`src/rtl/cond_pkg.sv`:
```
package cond_pkg;

  typedef enum logic [2:0] {
    BASE_ZERO   = 3'd0,
    BASE_NEG    = 3'd1,
    BASE_LEZ    = 3'd2,
    BASE_OVF    = 3'd3,
    BASE_INBND  = 3'd4,
    BASE_BADTAG = 3'd5,
    BASE_NEVER0 = 3'd6,
    BASE_NEVER1 = 3'd7
  } base_cond_e;

  localparam int unsigned SEL_W   = 4;
  localparam int unsigned N_BASE  = 8;

  typedef struct packed {
    logic zero;
    logic neg;
    logic ovf;
    logic badtag;
    logic outbnd;
  } flag_set_t;

  function automatic logic f_top_pair_mismatch(input logic [1:0] top2);
    return top2[1] ^ top2[0];
  endfunction

  function automatic logic f_sign_overflow(input logic l_sign, input logic r_sign,
                                           input logic o_sign);
    return (l_sign == r_sign) && (l_sign != o_sign);
  endfunction

endpackage

```
`src/rtl/cond_flags.sv`:
```
module cond_flags
  import cond_pkg::*;
#(
  parameter int unsigned W = 32
) (
  input  logic         clk,
  input  logic         rst_n,
  input  logic [1:0]   left_top,
  input  logic [1:0]   right_top,
  input  logic [W-1:0] eff_right,
  input  logic [W-1:0] result,
  output flag_set_t    flags
);
  localparam int unsigned MSB = W - 1;
  localparam int unsigned N_OPS = 3;

  logic [N_OPS-1:0][1:0] tops;
  logic [N_OPS-1:0]      mism;
  logic [W-2:0]          unused_eff_lo;

  assign tops[0] = left_top;
  assign tops[1] = right_top;
  assign tops[2] = result[MSB -: 2];
  assign unused_eff_lo = eff_right[W-2:0];

  for (genvar g = 0; g < N_OPS; g++) begin : g_tag
    assign mism[g] = f_top_pair_mismatch(tops[g]);
  end

  always_comb begin
    flags.zero   = (result == '0);
    flags.neg    = result[MSB];
    flags.ovf    = f_sign_overflow(left_top[1], eff_right[MSB], result[MSB]);
    flags.badtag = |mism;
    flags.outbnd = !left_top[1] && result[MSB];
  end

  p_ovf_sign_flip_r5: assert property (@(posedge clk) disable iff (!rst_n)
    flags.ovf |-> (left_top[1] != result[MSB]));
  p_zero_not_neg_r2: assert property (@(posedge clk) disable iff (!rst_n)
    flags.zero |-> !flags.neg);
  p_outbnd_neg_r6: assert property (@(posedge clk) disable iff (!rst_n)
    flags.outbnd |-> flags.neg);
endmodule

```
`src/rtl/cond_mux.sv`:
```
module cond_mux
  import cond_pkg::*;
(
  input  logic             clk,
  input  logic             rst_n,
  input  flag_set_t        flags,
  input  logic [SEL_W-1:0] sel,
  output logic             cond
);
  logic [N_BASE-1:0] base_vec;
  logic              base_bit;

  always_comb begin
    base_vec = '0;
    base_vec[BASE_ZERO]   = flags.zero;
    base_vec[BASE_NEG]    = flags.neg;
    base_vec[BASE_LEZ]    = flags.zero | flags.neg;
    base_vec[BASE_OVF]    = flags.ovf;
    base_vec[BASE_INBND]  = !flags.outbnd;
    base_vec[BASE_BADTAG] = flags.badtag;
    base_vec[BASE_NEVER0] = 1'b0;
    base_vec[BASE_NEVER1] = 1'b0;
  end

  assign base_bit = base_vec[sel[2:0]];
  assign cond     = base_bit ^ sel[SEL_W-1];

  p_const_codes_r8: assert property (@(posedge clk) disable iff (!rst_n)
    (sel[2:1] == 2'b11) |-> (cond == sel[SEL_W-1]));
  p_zero_code_r2: assert property (@(posedge clk) disable iff (!rst_n)
    (sel == 4'd0) |-> (cond == flags.zero));
endmodule

```
`src/rtl/cond_trap_reg.sv`:
```
module cond_trap_reg (
  input  logic clk,
  input  logic rst_n,
  input  logic cond_d,
  input  logic trap_en,
  output logic cond_q,
  output logic trap_q
);
  always_ff @(posedge clk) begin
    if (!rst_n) begin
      cond_q <= 1'b0;
      trap_q <= 1'b0;
    end else begin
      cond_q <= cond_d;
      trap_q <= trap_en & cond_d;
    end
  end

  p_trap_needs_cond_r11: assert property (@(posedge clk) disable iff (!rst_n)
    trap_q |-> cond_q);
  p_cond_latency_r10: assert property (@(posedge clk) disable iff (!rst_n)
    $past(rst_n) |-> (cond_q == $past(cond_d)));
endmodule

```
`src/rtl/cond_select_unit.sv`:
```
module cond_select_unit
  import cond_pkg::*;
#(
  parameter int unsigned W = 32
) (
  input  logic         clk,
  input  logic         rst_n,
  input  logic [W-1:0] op_left,
  input  logic [W-1:0] op_right,
  input  logic [W-1:0] alu_out,
  input  logic         is_sub,
  input  logic [3:0]   cond_sel,
  input  logic         trap_en,
  input  logic         hold_carry,
  input  logic         reject,
  output logic         cond_o,
  output logic         trap_o,
  output logic         carry_upd_o
);
  localparam int unsigned MSB = W - 1;

  logic [W-1:0] eff_right;
  flag_set_t    flags;
  logic         cond_d;
  logic [W-3:0] unused_left_lo;
  logic [W-3:0] unused_right_lo;

  assign unused_left_lo  = op_left[W-3:0];
  assign unused_right_lo = op_right[W-3:0];
  assign eff_right = is_sub ? (~op_right + 1'b1) : op_right;

  cond_flags #(.W(W)) u_flags (
    .clk       (clk),
    .rst_n     (rst_n),
    .left_top  (op_left[MSB -: 2]),
    .right_top (op_right[MSB -: 2]),
    .eff_right (eff_right),
    .result    (alu_out),
    .flags     (flags)
  );

  cond_mux u_mux (
    .clk   (clk),
    .rst_n (rst_n),
    .flags (flags),
    .sel   (cond_sel),
    .cond  (cond_d)
  );

  cond_trap_reg u_reg (
    .clk     (clk),
    .rst_n   (rst_n),
    .cond_d  (cond_d),
    .trap_en (trap_en),
    .cond_q  (cond_o),
    .trap_q  (trap_o)
  );

  assign carry_upd_o = !(trap_o || hold_carry || reject);

  p_trap_blocks_carry_r12: assert property (@(posedge clk) disable iff (!rst_n)
    trap_o |-> !carry_upd_o);
  p_trap_origin_r11: assert property (@(posedge clk) disable iff (!rst_n)
    $past(rst_n) |-> (trap_o == $past(trap_en && cond_d)));
endmodule

```
`config.mk`:
```
export PLATFORM = sky130hd
export DESIGN_NAME = cond_select_unit
export DESIGN_NICKNAME = d
export VERILOG_FILES = /design/src/rtl/cond_pkg.sv /design/src/rtl/cond_flags.sv /design/src/rtl/cond_mux.sv /design/src/rtl/cond_trap_reg.sv /design/src/rtl/cond_select_unit.sv
export SDC_FILE = /design/constraint.sdc
export NUM_CORES = 1
export LEC_CHECK = 0
export ABC_CLOCK_PERIOD_IN_PS = 5300
export BUFFER_PORTS_ARGS = -buffer_cell sky130_fd_sc_hd__buf_2
export CAP_MARGIN = 10
export CORE_UTILIZATION = 35
export CTS_CLUSTER_SIZE = 40
export DETAILED_ROUTE_END_ITERATION = 12
export HOLD_SLACK_MARGIN = 0.06
export PLACE_DENSITY = 0.81
export SYNTH_ARGS = -nofsm -noshare
export SYNTH_HDL_FRONTEND = slang
export SYNTH_HIERARCHICAL = 1
export SYNTH_SLANG_ARGS = --single-unit
export TNS_END_PERCENT = 1
```
`constraint.sdc`:
```
create_clock -name clk -period 5.3 [get_ports clk]
set_input_delay 0 -clock clk [delete_from_list [all_inputs] [get_ports clk]]
set_output_delay 0 -clock clk [all_outputs]
set_load 0.01 [all_outputs]
```
[After elaboration in Yosys (flattened, before gate mapping)]
Cells that the tools add are included.
Word-level totals
  register bits: 2
  input bits: 106
  word-level logic and storage cells: 25
Cells by class
  add/sub/neg operators: 1
  order comparisons: 1
  eq/ne operators: 2
  muxes and demuxes: 3
  bitwise gates (word level): 7
  reduce and logical (&&, ||, !) cells: 9
Operators by type and width (count)
  $add 32x1->32 const B: 1
  $logic_not 32->1: 1
  $mux 32: 1
  $not 32->32: 1
  $lt 3x4->1 const B: 1
  $xor 1x1->1: 4
  $bmux 1 s3: 1
  $logic_not 1->1: 3
  $reduce_or 3->1: 1
  $logic_and 1x1->1: 2
  $logic_or 1x1->1: 2
  $and 1x1->1: 1
  $eq 1x1->1: 1
  $mux 1: 1
  $ne 1x1->1: 1
  $or 1x1->1: 1

[Longest topological paths before layout]
  depth after elaboration: 9
  depth in mapped cells: 11

[Cells and area by module]
The synthesis kept the hierarchy.
Modules (own cells, without submodules)
  cond_select_unit: times used 1, cells each 98, area an instance 732.0 um^2, seq. area each 0.0 um^2
  cond_flags: times used 1, cells each 22, area an instance 153.9 um^2, seq. area each 0.0 um^2
  cond_mux: times used 1, cells each 8, area an instance 56.3 um^2, seq. area each 0.0 um^2
  cond_trap_reg: times used 1, cells each 4, area an instance 52.6 um^2, seq. area each 40.0 um^2

[Worst setup path before layout]
Ideal clock, no wire load.
  path type: input port to flip-flop
  start point: in op_right[24]
  end point: reg u_reg.trap_q
  library setup time: 0.059 ns
  arrival time: 2.147 ns
  required time: 5.241 ns
  slack: 3.094 ns
  stages: 11
  cell sequence: or4_4 -> or4_1 -> o41ai_2 -> xnor2_1 -> xor2_1 -> nor2_1 -> nand3_1 -> o21a_1 -> o22ai_1 -> xor2_1 -> and3_1
RTL lines
  start: declaration: line cond_select_unit.sv:9  | input logic [W-1:0] op_right,
  end signal: assignment: line cond_trap_reg.sv:15  | trap_q <= trap_en & cond_d;
  end: declaration: line cond_trap_reg.sv:7  | output logic trap_q

==> run metrics <==
critical path class input port to flip-flop; Remaining DRCs 0; Rows 11; CP Capture Type flip-flop; largest net degree at the start of global routing 5; final period utilization 42.2%; share of cells above drive strength 1 65.9%; Fmax 0.448 GHz; # nets final 242; Pins Over Slew Limit 0; status completed; Clock Sinks 2; Max-cap violations 0; GRT overflow 0; max incr delay on CP 0.51 ns; postcts setup bufs 0; slew at the pin with the worst max-slew slack 0.265 ns; DP Wirelength 1410 um; port bufs 78; Syn-to-layout area delta 110%; CP startpoint kind input port; post_cts resized 0; number of antenna violations at the first check in global routing 0; DR iter-0 viols 10; CP arrival 2.41 ns; Leak 0.000465 uW; Pwr Total 103 uW; Die Wd 35.7 um; Core ar. 991 sq um; vias in the first global route 640; CTS clock-pin slew for the worst setup and hold paths 0.03 ns; clk root buf clkbuf_4; critical path required time 5.47 ns; Mapped Cells 51; post-synthesis net count 159; RSZ-0062 raised after global routing false; Pwr Density 123 nW/um^2; Total Neg Setup Slack 0 ns; Die ar. 1270 sq um; Total Wirelength 1760 um; drt first pass iters 4; Max IR drop VDD 0.0834 mV; H-tree depth 1; CTS Hold Buffers Added 2; DR WL/cell 12.1 um; Synth warnings 6; RePlAce Congestion 0.691; initial core utilization 40.0%; Slew headroom 82.1%; Num CTS Buffers 3; first-pass GRT wire length 2580 um; min cycle time layout 2.23 ns; Total Routing Usage GR 28.3%; Mapped Area 397 sq um; Final Hold Viols 0; worst path cell trace buf_2 > or4_4 > or4_1 > o41ai_2 > xnor2_1 > xor2_1 > nor2_1 > nand3_1 > o21a_1 > o22ai_1 > xor2_1 > and3_1; via count 712; Min Hold Slack 0.100 ns; final worst slack 3.07 ns; clock tree from TritonCTS done; syn avg cell area 7.78 sq um; Hold WC Path Type input port to flip-flop; Placement Setup Slack 2.83 ns; Hold Path Depth 3; crit-path most repeated cell xor2_1; Max Root-Sink Buffers 2; endpoints failing setup 0; Ports 109; Antenna diodes 0; vias per std cell 4.91; die height 35.7 um; Post-DRT Antenna Nets 0; Crit Path Max Fanout 2; slowest CP cell or4_4
[path summary, 6_finish.rpt]
| kind | end | start |
|---|---|---|
| max | u_reg/trap_q | op_right[24] |
| min | u_reg/cond_q | cond_sel[3] |
[registers in the layout (all words and copies together) (netlist names)]
name	count
u_reg/cond_q	1
u_reg/trap_q	1
[critical path: cells and delay by family]
family | cells | cell delay [ns]
XOR/XNOR | 3 | 0.46
AND/OR/NAND/NOR | 5 | 1.28
buffers and inverters | 1 | 0.10
AO/OA/AOI/OAI | 3 | 0.57
[final cells by class]
cell class,count,area [sq um]
repair buffers,80,410
inverters,3,11.3
clock buffers,3,22.5
multi-input cells,44,334
well taps,13,16.3
fillers,76,156
flip-flops and latches,2,40.0
[metal layers]
| layer | vias to the layer above | routed length (um) | GRT usage, % |
|---|---|---|---|
| li1 | 360 | - | - |
| met1 | 303 | 659 | 28.2 |
| met3 | 4 | 189 | 10.2 |
| met4 | 0 | 14 | 10.6 |
| met2 | 45 | 892 | 52.8 |
| met5 | - | 0 | 0 |
[where the power goes]
part           internal [uW]  switching (uW)  leakage, uW  total (uW)
clock network           25.2            11.1    0.0000138        36.3
registers               16.5           0.424    0.0000166        16.9
logic                   30.0            19.4     0.000435        49.3
total                   71.7            30.9     0.000465         103
[placed cells by master (no fill, tap or decap), drive strengths merged]
cell	n
a21oi	2
and2	1
and3	1
buf	78
clkbuf	3
dfxtp	2
dlygate4sd3	2
ha	2
inv	3
mux2	1
nand2	1
nand3	1
nand3b	1
nand4	3
nor2	4
nor3	7
nor3b	1
nor4	7
nor4b	1
o21a	1
o22ai	1
o41ai	1
or3	1
or4	2
xnor2	1
xor2	4
[per-stage QoR]
stage	cell area, sq um	utilization (%)	std cells
CTS	835	84.2	145
floorplan	397	-	51
finish	835	84.2	145
global placement	792	79.9	140
global route	835	84.2	145
detailed placement	792	79.9	140
Note: power is estimated with default switching activity, not from simulation.
